`config.mk`:
```
export PLATFORM = sky130hd
export DESIGN_NAME = csw_node
export DESIGN_NICKNAME = d
export VERILOG_FILES = /design/src/rtl/csw_pkg.sv /design/src/rtl/csw_alloc.sv /design/src/rtl/csw_port_fsm.sv /design/src/rtl/csw_xbar.sv /design/src/rtl/csw_node.sv
export SDC_FILE = /design/constraint.sdc
export NUM_CORES = 1
export LEC_CHECK = 0
export BUFFER_PORTS_ARGS = -buffer_cell sky130_fd_sc_hd__clkbuf_2
export CORE_MARGIN = 3
export CORE_UTILIZATION = 59
export CTS_BUF_LIST = sky130_fd_sc_hd__clkbuf_4 sky130_fd_sc_hd__clkbuf_8
export DETAILED_ROUTE_END_ITERATION = 6
export MAX_ROUTING_LAYER = met4
export PLACE_DENSITY = 0.9
export SYNTH_ARGS = -nofsm -noshare
export SYNTH_HDL_FRONTEND = slang
export SYNTH_SLANG_ARGS = --single-unit
```
`constraint.sdc`:
```
create_clock -name clk -period 4.2 [get_ports clk]
set_clock_uncertainty 0.05 [all_clocks]
set_input_delay 0.42 -clock clk [delete_from_list [all_inputs] [get_ports clk]]
set_output_delay 0.42 -clock clk [all_outputs]
set_load 0.05 [all_outputs]
```
`src/rtl/csw_pkg.sv`:
```
package csw_pkg;
    typedef enum logic [1:0] {
        ANS_IDLE = 2'b00,
        ANS_ACK  = 2'b01,
        ANS_BACK = 2'b10,
        ANS_NACK = 2'b11
    } ans_t;

    typedef enum logic [1:0] {
        ST_IDLE,
        ST_SEEK,
        ST_LINK,
        ST_BLOCK
    } pst_t;
endpackage

```
`src/rtl/csw_alloc.sv`:
```
module csw_alloc #(
    parameter int N     = 4,
    parameter int SEL_W = 2
) (
    input  logic             clk,
    input  logic             rst_n,
    input  logic [N-1:0]     seek,
    input  logic [N-1:0]     tried [N],
    input  logic [N-1:0]     busy,
    output logic [N-1:0]     grant,
    output logic [N-1:0]     none,
    output logic [SEL_W-1:0] gsel  [N]
);
    logic [N-1:0] taken;
    logic         found;

    always_comb begin
        taken = busy;
        found = 1'b0;
        for (int i = 0; i < N; i++) begin
            grant[i] = 1'b0;
            none[i]  = 1'b0;
            gsel[i]  = '0;
            if (seek[i]) begin
                found = 1'b0;
                for (int o = 0; o < N; o++) begin
                    if (!found && !taken[o] && !tried[i][o]) begin
                        found   = 1'b1;
                        gsel[i] = SEL_W'(o);
                    end
                end
                if (found) begin
                    grant[i]       = 1'b1;
                    taken[gsel[i]] = 1'b1;
                end else begin
                    none[i] = 1'b1;
                end
            end
        end
    end

    for (genvar g = 0; g < N; g++) begin : g_chk
        assert_free_pick_R6: assert property (@(posedge clk) disable iff (!rst_n)
            grant[g] |-> (!busy[gsel[g]] && !tried[g][gsel[g]]));
    end
endmodule

```
`src/rtl/csw_port_fsm.sv`:
```
module csw_port_fsm
    import csw_pkg::*;
#(
    parameter int N     = 4,
    parameter int SEL_W = 2
) (
    input  logic             clk,
    input  logic             rst_n,
    input  logic             req_in,
    input  logic             grant,
    input  logic [SEL_W-1:0] grant_sel,
    input  logic             none,
    input  logic [1:0]       ans_back,
    output logic             seeking,
    output logic             linked,
    output logic [SEL_W-1:0] sel,
    output logic [N-1:0]     tried,
    output logic [1:0]       ans_out
);
    pst_t st, st_nx;
    logic hit_back;

    assign hit_back = (ans_t'(ans_back) == ANS_BACK);

    always_comb begin
        st_nx = st;
        unique case (st)
            ST_IDLE:  if (req_in) st_nx = grant ? ST_LINK : (none ? ST_BLOCK : ST_SEEK);
            ST_SEEK:  if (!req_in) st_nx = ST_IDLE;
                      else if (grant) st_nx = ST_LINK;
                      else if (none) st_nx = ST_BLOCK;
            ST_LINK:  if (!req_in) st_nx = ST_IDLE;
                      else if (hit_back) st_nx = ST_SEEK;
            ST_BLOCK: if (!req_in) st_nx = ST_IDLE;
            default:  st_nx = ST_IDLE;
        endcase
    end

    always_ff @(posedge clk or negedge rst_n) begin
        if (!rst_n) begin
            st    <= ST_IDLE;
            sel   <= '0;
            tried <= '0;
        end else begin
            st <= st_nx;
            if (st_nx == ST_IDLE)
                tried <= '0;
            else if (st == ST_LINK && st_nx == ST_SEEK)
                tried <= tried | (N'(1) << sel);
            if (grant && seeking)
                sel <= grant_sel;
        end
    end

    always_comb begin
        seeking = req_in && (st == ST_IDLE || st == ST_SEEK);
        linked  = (st == ST_LINK);
        unique case (st)
            ST_LINK:  ans_out = hit_back ? ANS_IDLE : ans_back;
            ST_BLOCK: ans_out = ANS_BACK;
            default:  ans_out = ANS_IDLE;
        endcase
    end

    assert_release_R9: assert property (@(posedge clk) disable iff (!rst_n)
        (linked && !req_in) |=> !linked);
    assert_back_retry_R7: assert property (@(posedge clk) disable iff (!rst_n)
        (linked && req_in && hit_back) |=> (!linked && tried[$past(sel)]));
    assert_block_enter_R8: assert property (@(posedge clk) disable iff (!rst_n)
        (seeking && none) |=> (ans_out == ANS_BACK));
    assert_block_hold_R8: assert property (@(posedge clk) disable iff (!rst_n)
        (st == ST_BLOCK && req_in) |=> (st == ST_BLOCK));
endmodule

```
`src/rtl/csw_xbar.sv`:
```
module csw_xbar #(
    parameter int N      = 4,
    parameter int DATA_W = 16,
    parameter int SEL_W  = 2
) (
    input  logic              clk,
    input  logic              rst_n,
    input  logic [N-1:0]      linked,
    input  logic [SEL_W-1:0]  sel [N],
    input  logic [N*DATA_W-1:0] data_in,
    output logic [N-1:0]      busy,
    output logic [N-1:0]      req_out,
    output logic [N*DATA_W-1:0] data_out
);
    logic [SEL_W-1:0] src   [N];
    logic [N-1:0]     claim [N];

    always_comb begin
        for (int o = 0; o < N; o++) begin
            busy[o]  = 1'b0;
            src[o]   = '0;
            claim[o] = '0;
            for (int i = 0; i < N; i++) begin
                if (linked[i] && sel[i] == SEL_W'(o)) begin
                    claim[o][i] = 1'b1;
                    busy[o]     = 1'b1;
                    src[o]      = SEL_W'(i);
                end
            end
        end
    end

    assign req_out = busy;

    for (genvar o = 0; o < N; o++) begin : g_out
        always_ff @(posedge clk or negedge rst_n) begin
            if (!rst_n)
                data_out[o*DATA_W +: DATA_W] <= '0;
            else if (busy[o])
                data_out[o*DATA_W +: DATA_W] <= data_in[src[o]*DATA_W +: DATA_W];
            else
                data_out[o*DATA_W +: DATA_W] <= '0;
        end

        assert_single_owner_R6: assert property (@(posedge clk) disable iff (!rst_n)
            $onehot0(claim[o]));
    end
endmodule

```
`src/rtl/csw_node.sv`:
```
module csw_node
    import csw_pkg::*;
#(
    parameter int N_PORTS = 4,
    parameter int DATA_W  = 16
) (
    input  logic                      clk,
    input  logic                      rst_n,
    input  logic [N_PORTS-1:0]        req_in,
    output logic [2*N_PORTS-1:0]      ans_out,
    input  logic [N_PORTS*DATA_W-1:0] data_in,
    output logic [N_PORTS-1:0]        req_out,
    input  logic [2*N_PORTS-1:0]      ans_in,
    output logic [N_PORTS*DATA_W-1:0] data_out
);
    localparam int SEL_W = (N_PORTS > 1) ? $clog2(N_PORTS) : 1;

    logic [N_PORTS-1:0] seeking, linked, grant, none, busy;
    logic [SEL_W-1:0]   sel   [N_PORTS];
    logic [SEL_W-1:0]   gsel  [N_PORTS];
    logic [N_PORTS-1:0] tried [N_PORTS];

    csw_alloc #(.N(N_PORTS), .SEL_W(SEL_W)) u_alloc (
        .clk(clk), .rst_n(rst_n), .seek(seeking), .tried(tried),
        .busy(busy), .grant(grant), .none(none), .gsel(gsel)
    );

    for (genvar i = 0; i < N_PORTS; i++) begin : g_port
        logic [1:0] back_ans;
        assign back_ans = ans_in[2*sel[i] +: 2];

        csw_port_fsm #(.N(N_PORTS), .SEL_W(SEL_W)) u_fsm (
            .clk(clk), .rst_n(rst_n), .req_in(req_in[i]),
            .grant(grant[i]), .grant_sel(gsel[i]), .none(none[i]),
            .ans_back(back_ans), .seeking(seeking[i]), .linked(linked[i]),
            .sel(sel[i]), .tried(tried[i]), .ans_out(ans_out[2*i +: 2])
        );

        assert_ack_path_R3: assert property (@(posedge clk) disable iff (!rst_n)
            (ans_out[2*i +: 2] == ANS_ACK) |-> req_out[sel[i]]);
    end

    csw_xbar #(.N(N_PORTS), .DATA_W(DATA_W), .SEL_W(SEL_W)) u_xbar (
        .clk(clk), .rst_n(rst_n), .linked(linked), .sel(sel),
        .data_in(data_in), .busy(busy), .req_out(req_out), .data_out(data_out)
    );
endmodule

```
* Yosys cells after proc, flatten, opt, wreduce, memory -nomap -nowiden
Index checks and enable logic that the tools add are counted.
Cells by class: order comparisons 6, equality and inequality tests 32, shift-type cells 12, multiplexer cells 167, bitwise gates (word level) 7, reduce and logical (&&, ||, !) cells 123
Operator list (count):
- 64-bit by 7-bit indexed part select with 16-bit output | 4
- 2-bit 2-to-1 mux | 63
- 1-bit 2-to-1 mux | 75
- 16-bit 2-to-1 mux | 4
- 1-bit logical AND | 59
- 4-bit 2-to-1 mux | 14
- 1-bit logical NOT | 44
- 2-bit equality test (second input constant) | 20
- 2-bit case mux with 4 select lines | 4
- 8-bit by 4-bit indexed part select with 2-bit output | 4
- 4-bit OR | 7
- 2-bit by 1-bit equality test with 1-bit output (second input constant) | 12
- 2-bit logical NOT | 12
- 2-bit case mux with 2 select lines | 4
- 1-bit by 2-bit << shifter with 4-bit output (first input constant) | 4
- 2-bit by 3-bit < comparator with 1-bit output (second input constant) | 3
- 2-bit nonzero test | 4
- 1-bit demux with 2-bit select | 3
- 2-bit by 1-bit >= comparator with 1-bit output (second input constant) | 3
- 1-bit logical OR | 4
Storage, ports and cells: flip-flop bits (word level) 96, bits of input ports 78, output and inout bits 76, logic and storage cells 363

* Depth between registers and ports, before layout
Gate-level depths: netlist of run 1.
depth after elaboration 113, mapped depth 11

* Modules after synthesis
From an unflattened synthesis of run 1, not the netlist that was laid out.
Second synthesis, totals: cells, all modules 606, area total of the unflattened synthesis 6100.9 µm²
Modules (own cells, without submodules):
- csw_xbar | times used 1, cells an instance 390, area an instance 3839.9 µm², seq. area each 1601.5 µm²
- csw_port_fsm | times used 4, cells an instance 33, area an instance 397.9 µm², seq. area each 200.2 µm²
- csw_alloc | times used 1, cells an instance 76, area an instance 459.2 µm², seq. area each 0.0 µm²
- csw_node | times used 1, cells an instance 8, area an instance 210.2 µm², seq. area each 0.0 µm²

* Worst setup path after synthesis of run 1
No wires, ideal clock.
path kind reg2reg, start reg g_port[1].u_fsm.sel[1], end reg g_port[2].u_fsm.sel[0], setup time 0.124 ns, arrival 2.699 ns, data required time 4.026 ns, path slack 1.327 ns, stages on the path, launching flop included 12, clock period less this slack 2.873 ns, path through dfrtp_1 -> buf_6 -> nand4bb_1 -> buf_2 -> o21ai_0 -> nor3_2 -> inv_1 -> nor2_1 -> o41ai_4 -> nor3_1 -> o31ai_1 -> a211o_1
Between the ends: elaborated cells on any way between the ends 118, those cells by class 4 x order compare; 3 x eq/ne; 59 x mux; 2 x bitwise; 50 x reduce/logical
RTL lines:
- start: declaration | line csw_port_fsm.sv:16 | output logic [SEL_W-1:0] sel,
- start signal: assignment | line csw_port_fsm.sv:51 | sel <= grant_sel;
- 2-bit equality test (*) | line csw_xbar.sv:24 | if (linked[i] && sel[i] == SEL_W'(o)) begin
- 1-bit logical AND (*) | line csw_xbar.sv:24
- 1-bit 2-to-1 mux (*) (3 in series) | line csw_xbar.sv:24
- via req_out[2] | line csw_node.sv:12 | output logic [N_PORTS-1:0] req_out,
- 1-bit logical NOT | line csw_alloc.sv:27 | if (!found && !taken[o] && !tried[i][o]) begin
- 1-bit logical AND (2 in series) | line csw_alloc.sv:27
- 1-bit 2-to-1 mux | line csw_alloc.sv:27
- 1-bit 2-to-1 mux | line csw_alloc.sv:24 | if (seek[i]) begin
- (+51 left out)
- 1-bit 2-to-1 mux | line csw_alloc.sv:24
- 1-bit logical NOT | line csw_alloc.sv:27
- 1-bit logical AND (2 in series) | line csw_alloc.sv:27
- 1-bit 2-to-1 mux | line csw_alloc.sv:27
- 1-bit 2-to-1 mux | line csw_alloc.sv:24
- 1-bit 2-to-1 mux | line csw_alloc.sv:32 | if (found) begin
- 1-bit 2-to-1 mux | line csw_alloc.sv:24
- 1-bit logical AND | line csw_port_fsm.sv:50 | if (grant && seeking)
- end signal: assignment | line csw_port_fsm.sv:51
- end: declaration | line csw_port_fsm.sv:16
The timed path passes the listed nets; every way through them passes the cells marked *. The select of a mux whose other input is x is not followed. A chain may end at the register's enable or synchronous reset.

* Worst setup path in the final report of run 1
start reg g_port[2].u_fsm.sel[1], end reg g_port[2].u_fsm.sel[0]
Between the ends: longest elaborated chain between the ends 78, elaborated cells on any way between the ends 114, those cells by class 4 x order compare; 3 x eq/ne; 55 x mux; 2 x bitwise; 50 x reduce/logical
RTL lines (line):
- 2-bit logical NOT | csw_xbar.sv:24
- 1-bit logical AND | csw_xbar.sv:24
- 1-bit 2-to-1 mux (2 in series) | csw_xbar.sv:24
- 1-bit logical NOT | csw_alloc.sv:27
- 1-bit logical AND | csw_alloc.sv:27
- 1-bit 2-to-1 mux | csw_alloc.sv:27
- 1-bit 2-to-1 mux | csw_alloc.sv:24
- 1-bit logical NOT | csw_alloc.sv:27
- (+60 left out)
- 1-bit 2-to-1 mux | csw_alloc.sv:24
- 1-bit logical NOT | csw_alloc.sv:27
- 1-bit logical AND (2 in series) | csw_alloc.sv:27
- 1-bit 2-to-1 mux | csw_alloc.sv:27
- 1-bit 2-to-1 mux | csw_alloc.sv:24
- 1-bit 2-to-1 mux | csw_alloc.sv:32
- 1-bit 2-to-1 mux | csw_alloc.sv:24
- 1-bit logical AND | csw_port_fsm.sv:50
Every way passes the cells marked *; elsewhere a longest branch is shown, timed or not. The select of a mux whose other input is x is not followed.

==> results of run 1 <==
registers in the layout, indices dropped and copies added (netlist names):
| register | count |
|---|---|
| u_xbar.data_out | 64 |
| g_port.u_fsm.st | 8 |
| g_port.u_fsm.sel | 8 |
| g_port.u_fsm.tried | 16 |
worst max-delay path, delay by kind of cell, from the launching register on:
| family | cells | cell delay, ns |
|---|---|---|
| and+or+nand+nor | 3 | 1.28 |
| AOI/OAI and AO/OA | 4 | 1.18 |
| DFF | 1 | 0.48 |
| buffers and inverters | 1 | 0.09 |
report_power, final:
part / switching [mW] / internal, mW / leakage, nW
Combinational: 2.61 / 0.998 / 1.79
Clock: 0.342 / 0.294 / 0.0994
Sequential: 0.260 / 1.26 / 1.27
per-layer routing:
layer  routed length [um]  GRT usage [%]
met1                 6800           47.4
met2                 8740           55.5
met3                 2340           8.80
met4                 1010           14.7
met5                    0              -
logic make-up after synthesis:
| kind of cell | after synthesis | share of synthesized area (%) |
|---|---|---|
| DFF | 96 | 43.2 |
| muxes | 23 | 5.94 |
| buffers and inverters | 55 | 4.95 |
| AOI/OAI and AO/OA | 249 | 31.4 |
| and+or+nand+nor | 148 | 14.5 |
worst paths after layout:
check,end,slack (ns),cells after the start
setup / recovery,g_port[2].u_fsm.sel[0],1.01,8
hold / removal,u_xbar.data_out[31],0.1,1
setup reg to reg,g_port[2].u_fsm.sel[0],1.01,8
hold reg to reg,g_port[3].u_fsm.tried[0],0.48,2
max in group asynchronous,u_xbar.data_out[21],3.10,2
min in group clk,g_port[0].u_fsm.st[0],0.25,2
through the flow:
step           hold WS [ns]  std cells  total power [mW]  setup WS, ns
5_1_grt               0.160        816              6.03         0.805
3_5_place_dp          0.455        801              5.06          1.10
2_1_floorplan        0.0744        571              4.19          1.33
6_report             0.0964        816              5.76          1.01
4_1_cts               0.125        816              5.69          1.08
3_3_place_gp          0.455        801              4.97          1.23
cells in the final DEF, fill, tap and decap left out, types with 4 or more instances in the layout:
| cell | instances |
|---|---|
| nand4b_1 | 4 |
| inv_1 | 11 |
| mux2i_1 | 15 |
| nor2b_1 | 15 |
| dfrtp_1 | 96 |
| a21oi_1 | 31 |
| nor3_1 | 5 |
| nand4bb_1 | 6 |
| mux4_2 | 8 |
| o21ai_0 | 55 |
| nand2b_1 | 7 |
| and2_1 | 6 |
| clkbuf_2 | 152 |
| a31oi_1 | 5 |
| a22oi_1 | 94 |
| nor2_1 | 64 |
| nand2_1 | 12 |
| a211oi_1 | 16 |
| buf_4 | 12 |
| o21a_1 | 8 |
| nand3_1 | 6 |
| clkbuf_8 | 10 |
| o22ai_1 | 6 |
cell type report:
| cell class | instances | area, sq um |
|---|---|---|
| Clock buffer | 10 | 138 |
| Clock inverter | 5 | 63.8 |
| Fill cell | 672 | 2380 |
| Inverter | 13 | 75.1 |
| Multi-Input combinational cell | 420 | 2890 |
| Sequential cell | 96 | 2400 |
| Tap cell | 108 | 135 |
| Timing Repair Buffer | 164 | 851 |
==> run metrics, run 1 <==
status=finished clean; Chip Height=103 um; clock sinks=96; Syn. warnings=0; Clk Latency, worst-skew pair=0.38 ns; count leader, synth=dfrtp_1; Final Hold Viols=0; global-route usage over all layers=36.6%; fin nets=782; Slowest-stage cell, CP=or4b_1; synth-to-layout area growth=17.8%; RSZ-0062 raised after global routing=false; top_reg_cell synth=dfrtp_1; CP peak stage delay=0.81 ns; core area=8930 sq um; Port-buffer cells=153; final instance area=6560 sq um; post_cts resized=0; Area after DPL=6350 sq um; Syn Nets=649; CTS Buffer Depth=2; share of cells above drive strength 1=29.0%; drt via density=7.13; RR Startpoint=g_port[2].u_fsm.sel[1]; H-tree Lvls=3; area share of the largest cell type after synthesis=43.2%; Final Core Density=73.4%; fmax=314 MHz; CP cell instances=or4b_1 > and4_4 > clkinv_16 > o22ai_4 > o41ai_4 > nor4_1 > o311a_1 > a211o_1; worst path arrival time=3.41 ns; clk slew on worst S/H paths=0.10 ns; top cells by area, synth=dfrtp_1 (43%), a22oi_1 (13%), o21ai_0 (5.0%); CP Capture Type=flop; Clk Tree Root Cell=clkbuf_8; # Post-CTS Setup Buffers=0; antenna diode instance count=0; TNS Setup=0 ns; crit path from=g_port[2].u_fsm.sel[1]; # rows=34; measured slew at the worst slew-check pin=1.24 ns; Post-route DRC=0; register area share after synthesis=43.2%; Synth Instances=571; Initial DRC Count=1,124; antenna violations before repair=0; CP Launch Type=flop; Post-Syn Area=5560 sq um; first-pass GRT wire length=28,900 um; largest net degree at the start of global routing=71; Cell Pwr Density=879 nW/um^2; 1st-pass router iterations=7; IO Pins=154; slew margin rel.=16.9%; vias=5,814; Synth cell types=62; DIE WIDTH=103 um; FF+latch count, synth=96; total gr overflow=0; die area=10,600 sq um; worst vdd ir=0.437 mV; WP data required=4.42 ns; post-DP HPWL=13,700 um; hold_buf cts=0; CTS tree=built; max-slew violation count=0; crit-path max FO=13; Initial Util=62.3%; drt wl/cell=23.2 um; Avg Inst Size Synth=9.74 sq um; Final ANT Viol Nets=0; top post-synthesis cells by count=dfrtp_1 (96), a22oi_1 (94), nor2_1 (64), o21ai_0 (56), clkbuf_1 (34); GPL Wtd Cong=1.07; asr flop ratio synth=100%; maxcap violations=0; leakage=3.16 nW; total CTS buffers=9; Post-synth EDFFs=0; worst hold path class=in -> async; final setup vio count=0; minimum clock period=3.19 ns; vias in the first global route=5,485; Synth area leader=dfrtp_1; Worst Path Class, Setup=reg -> reg; final worst-path cycle share=75.9%; WL final=18,900 um
(Power assumes the default switching activity.)
==> run 2, diff against run 1 <==
CORE_UTILIZATION = 49   (was 59)
PLACE_DENSITY = 0.8   (was 0.9)
clock period = 2.8 ns   (was 4.2 ns; I/O delays follow)
==> run metrics, run 2 (synthesis gave the netlist of run 1 again) <==
final instance area=6850 sq um (was 6560 sq um); CTS Buffer Depth=2 (unchanged); Clk Latency, worst-skew pair=0.38 ns (about the same); fin nets=811 (was 782); largest net degree at the start of global routing=40 (was 71); vias in the first global route=5,799 (was 5,485); antenna diode instance count=0 (unchanged); share of cells above drive strength 1=32.2% (was 29.0%); Worst R2R Path Depth=7 (was 8); Largest Register=u_xbar.data_out (unchanged); fill cell count=902 (was 672); drt via density=6.57 (was 7.13); final setup vio count=0 (unchanged); Clk Tree Root Cell=clkbuf_8 (unchanged); CP Capture Type=flop (unchanged); CP Launch Type=flop (unchanged); vias=5,768 (was 5,814); most frequent cells in the layout=clkbuf_2 (151), dfrtp_1 (95), a22oi_1 (94), nor2_1 (64), o21ai_0 (54) (was clkbuf_2 (152), dfrtp_1 (96), a22oi_1 (94), nor2_1 (64), o21ai_0 (55)); setup slack after placement=0.0472 ns (was 1.10 ns); crit path to=g_port[3].u_fsm.st[0] (was g_port[2].u_fsm.sel[0]); worst vdd ir=1.24 mV (was 0.437 mV); global-route usage over all layers=32.3% (was 36.6%); post-DP HPWL=14,600 um (was 13,700 um); wire length on met3=1780 um (was 2340 um); GPL Wtd Cong=1.05 (was 1.07); WP data required=3.03 ns (was 4.42 ns); # placed instances=860 (was 801); max-slew violation count=0 (unchanged); fmax=367 MHz (was 314 MHz); total gr overflow=0 (unchanged); Port-buffer cells=153 (unchanged); RSZ-0062 raised after global routing=true (was false); DRT met1 WL=7700 um (was 6800 um); RR Startpoint=g_port[3].u_fsm.st[0] (was g_port[2].u_fsm.sel[1]); # rows=38 (was 34); maxcap violations=0 (unchanged); final worst slack=0.0729 ns (was 1.01 ns); Initial DRC Count=735 (was 1,124); CTS tree=built (unchanged); 1st-pass router iterations=7 (unchanged); IO Pins=154 (unchanged); crit-path max FO=7 (was 13); drt wl/cell=22.6 um (was 23.2 um); Final Hold Viols=0 (unchanged); Post-route DRC=0 (unchanged); synth-to-layout area growth=23.1% (was 17.8%); WL met2=9600 um (was 8740 um); Cell Pwr Density=1310 nW/um^2 (was 879 nW/um^2); final hold slack=0.0966 ns (was 0.0964 ns); Top Metal Used=met4 (unchanged); antenna violations before repair=0 (unchanged); first-pass GRT wire length=31,300 um (was 28,900 um); worst reg2reg endpoint=g_port[3].u_fsm.st[0] (was g_port[2].u_fsm.sel[0]); worst hold path class=in -> reg (was in -> async); max reg flops=64 (unchanged); slew margin rel.=15.8% (was 16.9%); total CTS buffers=9 (unchanged); core area=11,000 sq um (was 8930 sq um); DIE WIDTH=113 um (was 103 um); die area=12,700 sq um (was 10,600 sq um); WL final=19,800 um (was 18,900 um); worst path arrival time=2.96 ns (was 3.41 ns); clk slew on worst S/H paths=0.09 ns (was 0.10 ns); Worst Path Class, Setup=reg -> reg (unchanged); Top Registers=u_xbar.data_out: 64 flops, g_port.u_fsm.tried: 16 flops (unchanged); Final ANT Viol Nets=0 (unchanged); H-tree Lvls=3 (unchanged); minimum clock period=2.73 ns (was 3.19 ns); leakage=3.31 nW (was 3.16 nW); crit path from=g_port[3].u_fsm.st[0] (was g_port[2].u_fsm.sel[1]); Design Power=8.99 mW (was 5.76 mW); Post-Layout Cell Count=878 (was 816); Initial Util=50.7% (was 62.3%); clock sinks=96 (unchanged); measured slew at the worst slew-check pin=1.25 ns (was 1.24 ns); Chip Height=113 um (was 103 um); Area after DPL=6610 sq um (was 6350 sq um); R2R setup slack=0.07 ns (was 1.01 ns); status=finished clean (unchanged); commonest non-fill, non-tap cell in the layout=clkbuf_2 (unchanged); final worst-path cycle share=97.4% (was 75.9%)
## run 2: worst min path at each step
| stage | from | end | slack [ns] | cells past startpoint |
|---|---|---|---|---|
| after global placement | rst_n | u_xbar.data_out[18] | 0.23 | 1 |
| after global routing | req_in[0] | g_port[0].u_fsm.st[0] | 0.09 | 2 |
| final | req_in[0] | g_port[0].u_fsm.st[0] | 0.1 | 2 |
| after detailed placement | rst_n | u_xbar.data_out[18] | 0.24 | 1 |
| after CTS | req_in[0] | g_port[0].u_fsm.st[0] | 0.08 | 2 |
| after floorplan | rst_n | g_port[0].u_fsm.sel[0] | -0.07 | 0 |
## run 2: area by class of cell
class	instances	area (sq um)	share of cell area, %
clock inverter	5	38.8	0.566
inverter	13	75.1	1.10
timing repair buffer	193	1090	15.9
clock buffer	11	151	2.21
sequential	96	2400	35.1
multi-input combinational	420	2920	42.6
tap	140	175	2.56
## run 2: power breakdown
part | internal, mW | leakage (nW) | switching (mW)
Sequential | 1.89 | 1.27 | 0.233
Combinational | 1.78 | 1.95 | 4.19
Clock | 0.376 | 0.0959 | 0.511
## run 2: worst max-delay path, stage by stage (launching register included)
cell      delay, ns
dfrtp_1        0.39
or4b_2         0.70
and4_4         0.28
a21o_1         0.23
o311ai_2       0.35
o211ai_1       0.14
nor4b_4        0.16
o41ai_2        0.33
## run 2: what timing repair did
item | CTS | global route
endpoints found under the setup margin | 1 | 6
pin swaps | 0 | 1
endpoints found under the hold margin | 37 | 0
hold buffers | 1 | 0
resized for setup | 1 | 4
setup buffers | 0 | 1
## run 2: through the flow
step	utilization (%)	setup TNS, ns
after global placement	60.2	0
after detailed placement	60.2	0
after floorplan	-	0
final	62.4	0
after CTS	62.1	0
after global routing	62.4	-0.0544
## run 2: layer usage
layer / GRT usage, % / vias to the layer above
li1: - / 2514
met1: 41.3 / 2782
met2: 50.4 / 408
met3: 5.34 / 64
met4: 15.4 / 0
met5: - / -
==> run 3, diff against run 2 <==
ABC_CLOCK_PERIOD_IN_PS = 2800   (was default)
CORE_UTILIZATION = 48   (was 49)
CTS_BUF_LIST = default   (was sky130_fd_sc_hd__clkbuf_4 sky130_fd_sc_hd__clkbuf_8)
==> run metrics, run 3 (synthesis gave the netlist of run 1 again) <==
status=finished clean (unchanged); Initial Util=50.2% (was 50.7%); WP data required=2.99 ns (was 3.03 ns); CP Capture Type=flop (unchanged); fill cell count=922 (was 902); antenna diode instance count=0 (unchanged); measured slew at the worst slew-check pin=1.18 ns (was 1.25 ns); final worst-path cycle share=99.8% (was 97.4%); RSZ-0062 raised after global routing=true (unchanged); Design Power=9.27 mW (was 8.99 mW); maxcap violations=0 (unchanged); CP peak stage delay=0.46 ns (was 0.70 ns); # Post-CTS Setup Buffers=0 (unchanged); largest net degree at the start of global routing=57 (was 40); fin nets=803 (was 811); worst path arrival time=2.99 ns (was 2.96 ns); slew margin rel.=21.1% (was 15.8%); worst vdd ir=0.917 mV (was 1.24 mV); Worst Path Class, Setup=reg -> reg (unchanged); fmax=358 MHz (was 367 MHz); CP cell instances=or4b_1 > and4_4 > clkinv_16 > a2111oi_4 > a2111oi_2 > nor3_1 > o31ai_1 > a211o_1 (was or4b_2 > and4_4 > a21o_1 > o311ai_2 > o211ai_1 > nor4b_4 > o41ai_2); Post-route DRC=0 (unchanged); Port-buffer cells=153 (unchanged); CTS tree=built (unchanged); Final ANT Viol Nets=0 (unchanged); Slowest-stage cell, CP=dfrtp_1 (was or4b_2); Buf/Inv on CP=1 (was 0); clock sinks=96 (unchanged); Cell Pwr Density=1340 nW/um^2 (was 1310 nW/um^2); GPL Wtd Cong=1.04 (was 1.05); WL final=19,500 um (was 19,800 um); Chip Height=114 um (was 113 um); worst hold path class=in -> reg (unchanged); Largest Register=u_xbar.data_out (unchanged); # rows=38 (unchanged); synth-to-layout area growth=24.1% (was 23.1%); drt via density=6.73 (was 6.57); H-tree Lvls=3 (unchanged); total gr overflow=0 (unchanged); total CTS buffers=9 (unchanged); post-DP HPWL=14,000 um (was 14,600 um); Clk Tree Root Cell=clkbuf_16 (was clkbuf_8); share of cells above drive strength 1=31.2% (was 32.2%); IO Pins=154 (unchanged); commonest non-fill, non-tap cell in the layout=clkbuf_2 (unchanged); crit-path max FO=10 (was 7); antenna violations before repair=0 (unchanged); Final Hold Viols=0 (unchanged); final setup vio count=0 (unchanged); CTS Buffer Depth=2 (unchanged); max-slew violation count=0 (unchanged); Top Registers=u_xbar.data_out: 64 flops, g_port.u_fsm.tried: 16 flops (unchanged); minimum clock period=2.79 ns (was 2.73 ns); global-route usage over all layers=30.6% (was 32.3%); die area=12,900 sq um (was 12,700 sq um); DIE WIDTH=114 um (was 113 um); most frequent cells in the layout=clkbuf_2 (151), dfrtp_1 (96), a22oi_1 (94), nor2_1 (64), o21ai_0 (54) (was clkbuf_2 (151), dfrtp_1 (95), a22oi_1 (94), nor2_1 (64), o21ai_0 (54)); vias in the first global route=5,754 (was 5,799); CP Launch Type=flop (unchanged); clk slew on worst S/H paths=0.07 ns (was 0.09 ns); vias=5,853 (was 5,768); core area=11,100 sq um (was 11,000 sq um); 1st-pass router iterations=6 (was 7); first-pass GRT wire length=30,100 um (was 31,300 um); max reg flops=64 (unchanged); leakage=3.31 nW (about the same); Top Family by Delay on Critical Path=simple AND/OR/NAND/NOR gates (unchanged); Clk Latency, worst-skew pair=0.35 ns (was 0.38 ns); drt wl/cell=22.4 um (was 22.6 um); Initial DRC Count=875 (was 735); final hold slack=0.131 ns (was 0.0966 ns)
## run 3: worst paths after layout
path / end / cells past startpoint / from / slack (ns)
worst max register to register: g_port[2].u_fsm.sel[0] / 8 / g_port[2].u_fsm.st[1] / 0.006
min in group asynchronous: u_xbar.data_out[25] / 2 / rst_n / 0.41
max in group asynchronous: u_xbar.data_out[54] / 3 / rst_n / 1.60
worst min register to register: g_port[3].u_fsm.tried[3] / 1 / g_port[3].u_fsm.tried[3] / 0.49
worst min-delay path: g_port[0].u_fsm.st[0] / 2 / req_in[0] / 0.13
worst max-delay path: g_port[2].u_fsm.sel[0] / 8 / g_port[2].u_fsm.st[1] / 0.006
## run 3: report_power, final
group	internal, mW	switching [mW]	total [mW]
clock	0.742	0.543	1.28
sequential	1.89	0.239	2.13
combinational	1.69	4.17	5.86
## run 3: layer usage
| layer | global-route usage [%] | part of all wire [%] | vias up |
|---|---|---|---|
| li1 | - | - | 2497 |
| met1 | 38.7 | 37 | 2768 |
| met2 | 47.6 | 46 | 522 |
| met3 | 5.62 | 13 | 66 |
| met4 | 14.9 | 3.7 | 0 |
| met5 | - | 0 | - |
## run 3: repair_timing
item / CTS / global route
endpoints found under the setup margin: 0 / 5
hold buffers: 1 / 0
endpoints found under the hold margin: 40 / 0
gates resized for setup: 0 / 2
## run 3: through the flow
stage | instance area, sq um | cells | TNS, ns | utilization [%] | worst slack (ns)
2_1_floorplan | 5560 | 571 | 0 | - | 0.0298
3_3_place_gp | 6570 | 853 | 0 | 59.3 | 0.176
3_5_place_dp | 6570 | 853 | 0 | 59.3 | 0.0778
4_1_cts | 6890 | 870 | 0 | 62.2 | 0.0619
5_1_grt | 6900 | 870 | -0.286 | 62.3 | -0.0710
6_report | 6900 | 870 | 0 | 62.3 | 0.00565
## run 3: area by class of cell
type | count | area, sq um | area share, %
multi-input cells | 420 | 2900 | 42.1
flip-flops and latches | 96 | 2400 | 34.8
repair buffers | 185 | 1040 | 15.0
clock buffers | 12 | 256 | 3.72
well taps | 140 | 175 | 2.54
inverters | 13 | 75.1 | 1.09
clock inverters | 4 | 52.6 | 0.761
